$ cat src/rtl/rhc_pkg.sv
`timescale 1ns/1ps
package rhc_pkg;
  localparam int HDR_BYTES  = 22;
  localparam int DATA_START = 13;
  localparam int LEN_BITS   = 10;
  localparam int REV_MAX    = 2;

  localparam int OFS_UCRC = 0;
  localparam int OFS_UID  = 1;
  localparam int UID_BYTES = 8;
  localparam int OFS_DCRC = 9;
  localparam int OFS_REV  = 13;
  localparam int OFS_LEN  = 14;
  localparam int OFS_VEN  = 16;
  localparam int OFS_MOD  = 18;

  localparam logic [7:0]  CRC8_POLY  = 8'h07;
  localparam logic [7:0]  CRC8_INIT  = 8'hFF;
  localparam logic [31:0] CRC32_POLY = 32'h82F63B78;
  localparam logic [31:0] CRC32_INIT = 32'hFFFF_FFFF;

  function automatic logic [7:0] crc8_step(input logic [7:0] c, input logic [7:0] b);
    logic [7:0] r;
    r = c ^ b;
    for (int i = 0; i < 8; i++)
      r = r[7] ? ((r << 1) ^ CRC8_POLY) : (r << 1);
    return r;
  endfunction

  function automatic logic [31:0] crc32c_step(input logic [31:0] c, input logic [7:0] b);
    logic [31:0] r;
    r = c ^ {24'd0, b};
    for (int i = 0; i < 8; i++)
      r = r[0] ? ((r >> 1) ^ CRC32_POLY) : (r >> 1);
    return r;
  endfunction
endpackage

$ cat src/rtl/rhc_hdr_store.sv
`timescale 1ns/1ps
module rhc_hdr_store #(
  parameter int NB = 22,
  parameter int IW = 16
) (
  input  logic            clk,
  input  logic            rst_n,
  input  logic            acc,
  input  logic [IW-1:0]   idx,
  input  logic [7:0]      data,
  output logic [NB*8-1:0] hdr_flat
);
  for (genvar g = 0; g < NB; g++) begin : g_byte
    logic [7:0] b_q;
    always_ff @(posedge clk) begin
      if (!rst_n)                          b_q <= '0;
      else if (acc && idx == IW'(g))       b_q <= data;
    end
    assign hdr_flat[g*8 +: 8] = b_q;
  end


  hdr_frozen_chk: assert property (@(posedge clk) disable iff (!rst_n)
    (acc && idx >= IW'(NB)) |=> $stable(hdr_flat));
endmodule

$ cat src/rtl/rhc_crc8_uid.sv
`timescale 1ns/1ps
module rhc_crc8_uid #(
  parameter int IW = 16
) (
  input  logic          clk,
  input  logic          rst_n,
  input  logic          acc,
  input  logic [IW-1:0] idx,
  input  logic [7:0]    data,
  output logic [7:0]    crc_q
);
  import rhc_pkg::*;
  localparam int FIRST = OFS_UID;
  localparam int LAST  = OFS_UID + UID_BYTES - 1;

  logic in_span;
  assign in_span = (idx >= IW'(FIRST)) && (idx <= IW'(LAST));

  always_ff @(posedge clk) begin
    if (!rst_n)                      crc_q <= CRC8_INIT;
    else if (acc && idx == '0)       crc_q <= CRC8_INIT;
    else if (acc && in_span)         crc_q <= crc8_step(crc_q, data);
  end


  uid_crc_span_chk: assert property (@(posedge clk) disable iff (!rst_n)
    (acc && idx > IW'(LAST)) |=> $stable(crc_q));
endmodule

$ cat src/rtl/rhc_crc32c_data.sv
`timescale 1ns/1ps
module rhc_crc32c_data #(
  parameter int IW = 16
) (
  input  logic          clk,
  input  logic          rst_n,
  input  logic          acc,
  input  logic [IW-1:0] idx,
  input  logic [7:0]    data,
  output logic [31:0]   crc_fin
);
  import rhc_pkg::*;
  logic [31:0] crc_q, crc_nx;
  logic        in_span;

  assign in_span = idx >= IW'(DATA_START);
  assign crc_nx  = crc32c_step(crc_q, data);

  always_ff @(posedge clk) begin
    if (!rst_n)                  crc_q <= CRC32_INIT;
    else if (acc && idx == '0)   crc_q <= CRC32_INIT;
    else if (acc && in_span)     crc_q <= crc_nx;
  end

  // value including the byte on the bus, for use on the final handshake
  assign crc_fin = (acc && in_span) ? ~crc_nx : ~crc_q;


  data_crc_span_chk: assert property (@(posedge clk) disable iff (!rst_n)
    (acc && idx != '0 && idx < IW'(DATA_START)) |=> $stable(crc_q));
endmodule

$ cat src/rtl/rom_hdr_check.sv
`timescale 1ns/1ps
module rom_hdr_check #(
  parameter int CNT_W = 16
) (
  input  logic             clk,
  input  logic             rst_n,
  input  logic [CNT_W-1:0] exp_len,
  input  logic             s_valid,
  output logic             s_ready,
  input  logic [7:0]       s_data,
  input  logic             s_last,
  output logic             done,
  output logic             fatal_err,
  output logic             crc_warn,
  output logic             rev_warn,
  output logic [63:0]      uid,
  output logic [15:0]      vendor_id,
  output logic [15:0]      model_id,
  output logic [7:0]       rom_rev
);
  import rhc_pkg::*;
  localparam int LW = CNT_W + 1;

  logic             acc;
  logic [CNT_W-1:0] idx_q;
  logic [LW-1:0]    cnt_fin;
  logic [LW-1:0]    img_len_q;
  logic [HDR_BYTES*8-1:0] hdr;
  logic [7:0]       crc8_q;
  logic [31:0]      crc32_fin;

  assign s_ready = !done;
  assign acc     = s_valid && s_ready;
  assign cnt_fin = {1'b0, idx_q} + LW'(1);

  always_ff @(posedge clk) begin
    if (!rst_n)                   idx_q <= '0;
    else if (acc && s_last)       idx_q <= '0;
    else if (acc && idx_q != '1)  idx_q <= idx_q + 1'b1;
  end

  rhc_hdr_store #(.NB(HDR_BYTES), .IW(CNT_W)) u_store (
    .clk(clk), .rst_n(rst_n), .acc(acc), .idx(idx_q), .data(s_data), .hdr_flat(hdr));

  rhc_crc8_uid #(.IW(CNT_W)) u_crc8 (
    .clk(clk), .rst_n(rst_n), .acc(acc), .idx(idx_q), .data(s_data), .crc_q(crc8_q));

  rhc_crc32c_data #(.IW(CNT_W)) u_crc32 (
    .clk(clk), .rst_n(rst_n), .acc(acc), .idx(idx_q), .data(s_data), .crc_fin(crc32_fin));

  // header field decode
  logic [63:0]         f_uid;
  logic [31:0]         f_dcrc;
  logic [15:0]         f_ven, f_mod, f_lenw;
  logic [7:0]          f_ucrc, f_rev;
  logic [LEN_BITS-1:0] f_dlen;
  always_comb begin
    for (int k = 0; k < UID_BYTES; k++)
      f_uid[k*8 +: 8] = hdr[(OFS_UID + k)*8 +: 8];
    for (int k = 0; k < 4; k++)
      f_dcrc[k*8 +: 8] = hdr[(OFS_DCRC + k)*8 +: 8];
    f_ucrc = hdr[OFS_UCRC*8 +: 8];
    f_rev  = hdr[OFS_REV*8 +: 8];
    f_lenw = {hdr[(OFS_LEN+1)*8 +: 8], hdr[OFS_LEN*8 +: 8]};
    f_ven  = {hdr[(OFS_VEN+1)*8 +: 8], hdr[OFS_VEN*8 +: 8]};
    f_mod  = {hdr[(OFS_MOD+1)*8 +: 8], hdr[OFS_MOD*8 +: 8]};
    f_dlen = f_lenw[LEN_BITS-1:0];
  end

  // verdict for the image whose last byte is on the bus
  logic v_short, v_lenfld, v_explen, v_len_bad, v_uid_bad;
  always_comb begin
    v_short   = cnt_fin < LW'(HDR_BYTES);
    v_lenfld  = (LW'(f_dlen) + LW'(DATA_START)) != cnt_fin;
    v_explen  = cnt_fin != {1'b0, exp_len};
    v_len_bad = v_short || v_lenfld || v_explen;
    v_uid_bad = crc8_q != f_ucrc;
  end

  always_ff @(posedge clk) begin
    if (!rst_n) begin
      done <= 1'b0; fatal_err <= 1'b0; crc_warn <= 1'b0; rev_warn <= 1'b0;
      uid <= '0; vendor_id <= '0; model_id <= '0; rom_rev <= '0; img_len_q <= '0;
    end else if (acc && s_last) begin
      done      <= 1'b1;
      fatal_err <= v_len_bad || v_uid_bad;
      crc_warn  <= !v_len_bad && (crc32_fin != f_dcrc);
      rev_warn  <= !v_len_bad && (f_rev > 8'(REV_MAX));
      uid       <= f_uid;
      vendor_id <= f_ven;
      model_id  <= f_mod;
      rom_rev   <= f_rev;
      img_len_q <= cnt_fin;
    end else begin
      done <= 1'b0;
    end
  end


  done_pulse_chk: assert property (@(posedge clk) disable iff (!rst_n)
    done |=> !done);

  hold_when_idle_chk: assert property (@(posedge clk) disable iff (!rst_n)
    !(s_valid && s_ready) |=> $stable(idx_q));

  len_match_chk: assert property (@(posedge clk) disable iff (!rst_n)
    (done && !fatal_err) |-> (img_len_q == {1'b0, exp_len}));

  warn_gate_chk: assert property (@(posedge clk) disable iff (!rst_n)
    (done && img_len_q < LW'(HDR_BYTES)) |-> (fatal_err && !crc_warn && !rev_warn));

  id_hold_chk: assert property (@(posedge clk) disable iff (!rst_n)
    !done |-> ($stable(vendor_id) && $stable(model_id) && $stable(uid)));
endmodule

$ cat config.mk
export PLATFORM = sky130hd
export DESIGN_NAME = rom_hdr_check
export DESIGN_NICKNAME = d
export VERILOG_FILES = /design/src/rtl/rhc_pkg.sv /design/src/rtl/rhc_hdr_store.sv /design/src/rtl/rhc_crc8_uid.sv /design/src/rtl/rhc_crc32c_data.sv /design/src/rtl/rom_hdr_check.sv
export SDC_FILE = /design/constraint.sdc
export NUM_CORES = 1
export LEC_CHECK = 0
export ABC_AREA = 1
export ABC_CLOCK_PERIOD_IN_PS = 2800
export BUFFER_PORTS_ARGS = -buffer_cell sky130_fd_sc_hd__buf_2
export CAP_MARGIN = 20
export CORE_MARGIN = 8
export CORE_UTILIZATION = 40
export DETAILED_ROUTE_END_ITERATION = 6
export SKIP_CTS_REPAIR_TIMING = 1
export SLEW_MARGIN = 15
export SYNTH_ARGS = -nofsm -noshare
export SYNTH_HDL_FRONTEND = slang
export SYNTH_SLANG_ARGS = --single-unit
$ cat constraint.sdc
create_clock -name clk -period 2.8 [get_ports clk]
set_input_delay 0.14 -clock clk [delete_from_list [all_inputs] [get_ports clk]]
set_output_delay 0.14 -clock clk [all_outputs]
set_load 0.02 [all_outputs]
[After elaboration in Yosys (flattened, before gate mapping)]
Cells that the tools add are included.
Storage, ports and cells
  memory bits (read-only): 0
  latch bits: 0
  logic and storage cells: 138
  bits in registers: 318
  bits of input ports: 28
  RAM bits: 0
  memories kept: 0
Operators by class
  $lt $le $gt $ge: 5
  add/sub/neg operators: 3
  reductions and logical operators: 36
  divide/modulo/power cells: 0
  bitwise logic cells: 21
  multipliers: 0
  muxes and demuxes: 18
  shift operators: 0
  equality and inequality tests: 24
Operator list (number)
  $mux 32: 9
  $not 16->17: 8
  $eq 16x4->1 const B: 8
  $eq 16x3->1 const B: 4
  $eq 16x5->1 const B: 4
  $not 32->32: 2
  $eq 16x2->1 const B: 2
  $ne 32x32->1: 1
  $xor 32x8->32: 1
  $logic_and 1x1->1: 28
  $mux 3: 8
  $not 3->3: 8
  $add 16x1->17 const B: 1
  $lt 17x5->1 const B: 1
  $ne 11x17->1: 1
  $ne 17x16->1: 1
  $add 16x1->16 const B: 1
  $eq 16x1->1 const B: 1
  $ge 16x1->1 const B: 1
  $ge 16x4->1 const B: 1
  $le 16x4->1 const B: 1
  $logic_not 16->1: 1
  $ne 16x16->1 const B: 1
  $add 10x4->11 const B: 1
  other kinds (8): 12

[Logic depth before layout (Yosys ltp)]
  depth in word-level cells: 21
  gate-level depth with buffers: 24
  gate-level depth less buffers: 23

[Cells and area by module]
Synthesis repeated with hierarchy kept, for this count alone.
Unflattened totals
  cell total of the unflattened synthesis: 2645
  area, all modules: 17981.0 µm²
By module, submodules not included
  rhc_hdr_store: cells each 1340, instances 1, area an instance 8633.3 µm²
  rom_hdr_check: cells each 676, instances 1, area an instance 5550.3 µm²
  rhc_crc32c_data: cells each 484, instances 1, area an instance 2991.6 µm²
  rhc_crc8_uid: cells each 145, instances 1, area an instance 805.8 µm²

[Worst setup path before layout]
OpenSTA, ideal clock, no wires.
  path type: reg2reg
  from: register idx_q[0]
  to: register crc_warn
  buffers on the path: 2
  slack: 0.507 ns
  arrival: 2.180 ns
  stages on the path, launching flop included: 21
  library setup time: 0.112 ns
  cells stage by stage: dfxtp_1 buf_2 inv_1 ha_1 inv_1 o21ai_2 nand3_4 nand2_8 inv_6 buf_2 nand3_1 nand3_1 nand2_1 nor3_1 nand2_1 nor2_1 nand2_1 nor2_1 nand2_1 nand2_1 nand2_1
On the way
  word-level cells in the longest chain between the ends: 6
  elaborated cells on any way between the ends: 12
  classes of those cells: add/sub: 1; order compare: 2; eq/ne: 3; mux: 1; reduce/logical: 5
RTL lines
  start: declaration: line rom_hdr_check.sv:25  | logic [CNT_W-1:0] idx_q;
  start signal: assignment: line rom_hdr_check.sv:39  | else if (acc && idx_q != '1) idx_q <= idx_q + 1'b1;
  $add 16x1->17 (*): line rom_hdr_check.sv:34  | assign cnt_fin = {1'b0, idx_q} + LW'(1);
  named net cnt_fin[0]: line rom_hdr_check.sv:26  | logic [LW-1:0] cnt_fin;
  $lt 17x5->1 / $ne 11x17->1 (equally long branches): line rom_hdr_check.sv:73, rom_hdr_check.sv:74
  $logic_or 1x1->1: line rom_hdr_check.sv:76  | v_len_bad = v_short || v_lenfld || v_explen;
  $logic_or 1x1->1 (*): line rom_hdr_check.sv:76
  $logic_not 1->1 (*): line rom_hdr_check.sv:87  | crc_warn <= !v_len_bad && (crc32_fin != f_dcrc);
  $logic_and 1x1->1 (*): line rom_hdr_check.sv:87
  end signal: assignment: line rom_hdr_check.sv:87
  end: declaration: line rom_hdr_check.sv:14  | output logic crc_warn,
Mark *: on every way through the listed nets, which the timed path passes. The rest lies on a longest branch.
A chain may end at the register's enable or synchronous reset.

[Final worst setup path]
Same ends and word-level chain as after synthesis.

==> flow_results.org <==
** Critical path
- Among all stages on the critical path, the largest delay is contributed by sky130_fd_sc_hd__dfxtp_2.
- The worst setup path is captured at a register.
- Counting stages on the worst path, the most repeated cell is sky130_fd_sc_hd__nand2_1.
- Maximum single-stage delay on the critical path :: roughly 0.34 ns
- The worst setup path is launched from a register.
- Maximum fanout encountered on the critical timing path :: 11
- The setup path with the least slack is of type reg -> reg.
- Cell Chain, Critical Path :: inv_1 > ha_1 > inv_1 > o21ai_2 > nand3_4 > nand2_8 > buf_6 > nand2_1 > nand2_1 > nand2_1 > nand2_1 > nand3_1 > nor3_2 > nand2_1 > nor2_1 > nand2_1 > nor2_1 > nand2_1 > nand2_1 > nand2_1
- At the worst endpoint, the arrival time is ~3.0 ns.
- Req. time, crit path :: between 3 and 4 ns

** Synth
- Synth top area cells :: sky130_fd_sc_hd__dfxtp_1 43%, sky130_fd_sc_hd__nand2_1 14%, sky130_fd_sc_hd__o21ai_0 9.0%
- Counting every net in the synthesized netlist gives 2,097.
- After synthesis, the share of flip-flops with an asynchronous set or reset is 0%.
- The synthesized netlist devotes 0.509% of its cell area to adder and majority cells.
- Counting flops with a built-in enable in the synthesized netlist gives 0.
- Number of warnings issued by yosys :: 0
- Synthesis inferred around 320 register bits.
- The commonest cells after synthesis are 534 x sky130_fd_sc_hd__nand2_1, 318 x sky130_fd_sc_hd__dfxtp_1, 266 x sky130_fd_sc_hd__o21ai_0.
- Yosys top cell area share :: between 40 and 50%
- Synth Area in Compound Gates :: about 17%
- Synthesis handed over a netlist of 2,063 instances.
- Averaged over all synthesized cells, the footprint is between 7 and 8 um^2.
- Most numerous cell in the Yosys netlist :: sky130_fd_sc_hd__nand2_1
- The synthesized netlist occupies a cell area of 14,700 um^2.
- Of the total synthesized cell area, the portion taken by XOR and XNOR cells is 4.44%.
- The synthesized netlist devotes 25.5% of its cell area to simple gates.
- Synth Flop Type :: sky130_fd_sc_hd__dfxtp_1
- Combinational family with the most area after synthesis :: simple AND/OR/NAND/NOR gates
- Distinct cells, synth :: 48
- The largest total area in the synthesized netlist belongs to sky130_fd_sc_hd__dfxtp_1.
- In the synthesized netlist, mux cells make up 0% of the area.
- Register area share after synthesis :: 43.2%

** STA
- Finish-stage setup viols :: 0
- In the final timing run, aggregate negative setup slack is 0 ns.
- Setup repair after global routing missed its margin :: no
- The worst pin sits at a relative slew slack of about 55%.
- Maximum achievable frequency :: 386 MHz
- Largest clock skew in the final design :: 0.0151 ns
- Actual transition at the worst max-transition pin :: between 0.6 and 0.7 ns
- Total count of max-transition violations in the final report :: 0
- The final number of hold-violating endpoints is 0.
- The clock period could shrink to 2.59 ns.
- Fin crit share :: 92.4%

** Placement
- Detailed placement ended at an HPWL of around 32,000 um.
- Final weighted congestion in routability-driven placement :: between 0.9 and 1
- Post-Place Cells :: 2,627
- During placement, the flow inserted port buffers numbering about 140.

** Floorplan
- The die covers ~43,000 um^2.
- Pin placement for this block handled around 140 I/O pins.
- The floorplan has 70 rows.
- The core region is about 36,000 um^2.
- Once the floorplan was initialized, standard cells occupied 40.4% of the core.
- The floorplan step set the die width to around 210 um.
- DIE HEIGHT :: 208 um

** GRT
- Summed over all layers, the global routing overflow is 0.
- Antenna violations before repair :: 2
- The first global-routing pass estimated 71,200 um of wire.
- Vias in the first global route :: roughly 12,000
- Gr usage total :: between 20% and 30%
- Largest net degree at the start of global routing :: 133

** Cells and area
- Filler cell count in the final layout :: between 3,000 and 4,000
- Final instance count without filler cells :: 2,698
- The net count of the finished layout is 2,237.
- Share of post-route cells with drive strength above 1 :: approximately 16%
- From synthesis to final layout, the design area changed by 18.9%.
- 0 antenna diodes ended up in the layout.

** Clocking
- CTS placed an instance of sky130_fd_sc_hd__clkbuf_16 at the clock tree root.
- Number of buffers created by CTS :: 36
- TritonCTS sink count :: 318
- TritonCTS built the clock tree.
- Bufs on Longest Clock Path :: 3
- Clock-pin slew was measured on the worst setup and hold paths at approximately 0.060 ns.
- CTS built an H-tree with a depth of 2.
- Clock latency at the later pin of the worst-skew pair :: 0.53 ns

** Pwr
- Across the VDD grid, the largest voltage drop is 0.385 mV.
- Total power :: 13.0 mW
- In this run the power density over the cells is 744 nW/um^2.
- In this run the static leakage power is about 7.7 nW.

** Drt
- Count of unresolved DRC violations after routing :: 0
- In the final routed layout, each cell accounts on average for 16.9 um.
- Number of vias after detailed routing :: 13,600
- Router iterations before antenna repair :: 6
- In this run the remaining antenna-violating nets after routing total 0.
- After detailed routing, the total wire length is approximately 45,000 um.
- Detail-routed via count per cell :: 5.03
- Iter 0 DRT Violations :: 963

** Job
- The tool flagged a number of max-cap violations equal to 0.

** Outcome
- The flow ran to the end, and the final reports show no timing, DRC or antenna violations.

** Worst hold path
- The tightest min-delay check is of the in -> reg type.
-- cell families (layout without fill, tap and decap cells) --
group / count (synthesis) / count (layout)
fa+ha+maj: 6 / 6
compound gates: 471 / 471
flops: 318 / 318
xor+xnor: 73 / 73
simple gates: 838 / 838
buf+inv: 357 / 524
-- critical path, delay by kind of cell, from the launching register on --
kind	cells	cell delay (ns)
AOI/OAI and AO/OA	1	0.15
adders and majority gates	1	0.20
buffers and inverters	3	0.34
DFF	1	0.34
and+or+nand+nor	15	1.45
-- cell usage in the layout, fill, tap and decap left out, types with 3 or more instances in the layout --
master and count:
sky130_fd_sc_hd__nand2_1 530, sky130_fd_sc_hd__dfxtp_1 316, sky130_fd_sc_hd__o21ai_0 265, sky130_fd_sc_hd__inv_1 234
sky130_fd_sc_hd__a21oi_1 168, sky130_fd_sc_hd__nand3_1 149, sky130_fd_sc_hd__buf_2 135, sky130_fd_sc_hd__buf_4 54
sky130_fd_sc_hd__nor2_1 44, sky130_fd_sc_hd__xor2_1 42, sky130_fd_sc_hd__clkbuf_16 36, sky130_fd_sc_hd__xnor2_1 28
sky130_fd_sc_hd__nand2_2 25, sky130_fd_sc_hd__nand4_1 22, sky130_fd_sc_hd__inv_2 18, sky130_fd_sc_hd__o211ai_1 16
sky130_fd_sc_hd__nand2_4 11, sky130_fd_sc_hd__clkbuf_8 11, sky130_fd_sc_hd__nor2_2 10, sky130_fd_sc_hd__nor3_1 8
sky130_fd_sc_hd__a22o_1 8, sky130_fd_sc_hd__nand3_2 7, sky130_fd_sc_hd__nor3_2 6, sky130_fd_sc_hd__ha_1 6
sky130_fd_sc_hd__nor2_4 5, sky130_fd_sc_hd__clkbuf_1 5, sky130_fd_sc_hd__bufinv_16 5, sky130_fd_sc_hd__dlygate4sd3_1 5
sky130_fd_sc_hd__buf_12 5, sky130_fd_sc_hd__clkinv_2 4, sky130_fd_sc_hd__nor4_1 4, sky130_fd_sc_hd__buf_6 4
sky130_fd_sc_hd__nand3b_1 3, sky130_fd_sc_hd__or2_2 3
-- report_power, final --
part / switching [mW] / total [mW] / leakage [nW] / internal (mW)
clock network: 1.92 / 5.05 / 0.627 / 3.13
logic: 2.12 / 3.17 / 4.53 / 1.06
registers: 0.137 / 4.81 / 2.57 / 4.67
total: 4.17 / 13.0 / 7.73 / 8.86
-- layer usage --
layer	GRT usage, %	part of all wire [%]	wire length [um]	up-vias
li1	-	-	-	6933
met1	28.2	48	21700	6197
met2	31.7	43	19700	367
met3	3.50	6.0	2750	80
met4	6.85	3.0	1350	2
met5	0	0.022	10	-
-- flip-flops by register name (all words and copies together) (netlist names) --
signal,count
crc_warn,1
done,1
fatal_err,1
idx_q,16
model_id,16
rev_warn,1
rom_rev,8
u_crc32.crc_q,32
u_crc8.crc_q,8
u_store.g_byte.b_q,154
uid,64
vendor_id,16
-- final cells by class --
type                            instances  area, um^2  area share [%]
Clock buffer                           52        1070            6.11
Sequential cell                       318        6370            36.4
Multi-Input combinational cell       1388        7030            40.1
Tap cell                              468         586            3.34
Inverter                              256         972            5.55
Timing Repair Buffer                  203        1280            7.28
Clock inverter                         13         214            1.22
-- metrics by stage --
step	util, %	setup WS, ns	hold slack (ns)	cell area (um^2)
3_3_place_gp	44.1	0.116	0.421	16100
5_1_grt	48.1	0.0140	0.00620	17500
3_5_place_dp	44.1	0.0938	0.428	16100
2_1_floorplan	-	0.507	0.268	14700
6_report	48.1	0.212	0.0157	17500
4_1_cts	47.7	0.0771	-0.131	17400
-- path summary, 6_finish.rpt --
path                                           from                                      to  slack, ns  cells after the start
max                           idx_q[0]$_SDFFE_PP0P_                   crc_warn$_SDFFE_PN0P_       0.21                     20
max reg2reg                   idx_q[0]$_SDFFE_PP0P_                   crc_warn$_SDFFE_PN0P_       0.21                     20
min reg2reg  u_store.g_byte[16].b_q[5]$_SDFFE_PN0P_  u_store.g_byte[16].b_q[5]$_SDFFE_PN0P_       0.45                      2
min                                       s_data[7]   u_store.g_byte[7].b_q[7]$_SDFFE_PN0P_       0.02                      3
No activity file was read; power rests on OpenSTA's default activity.
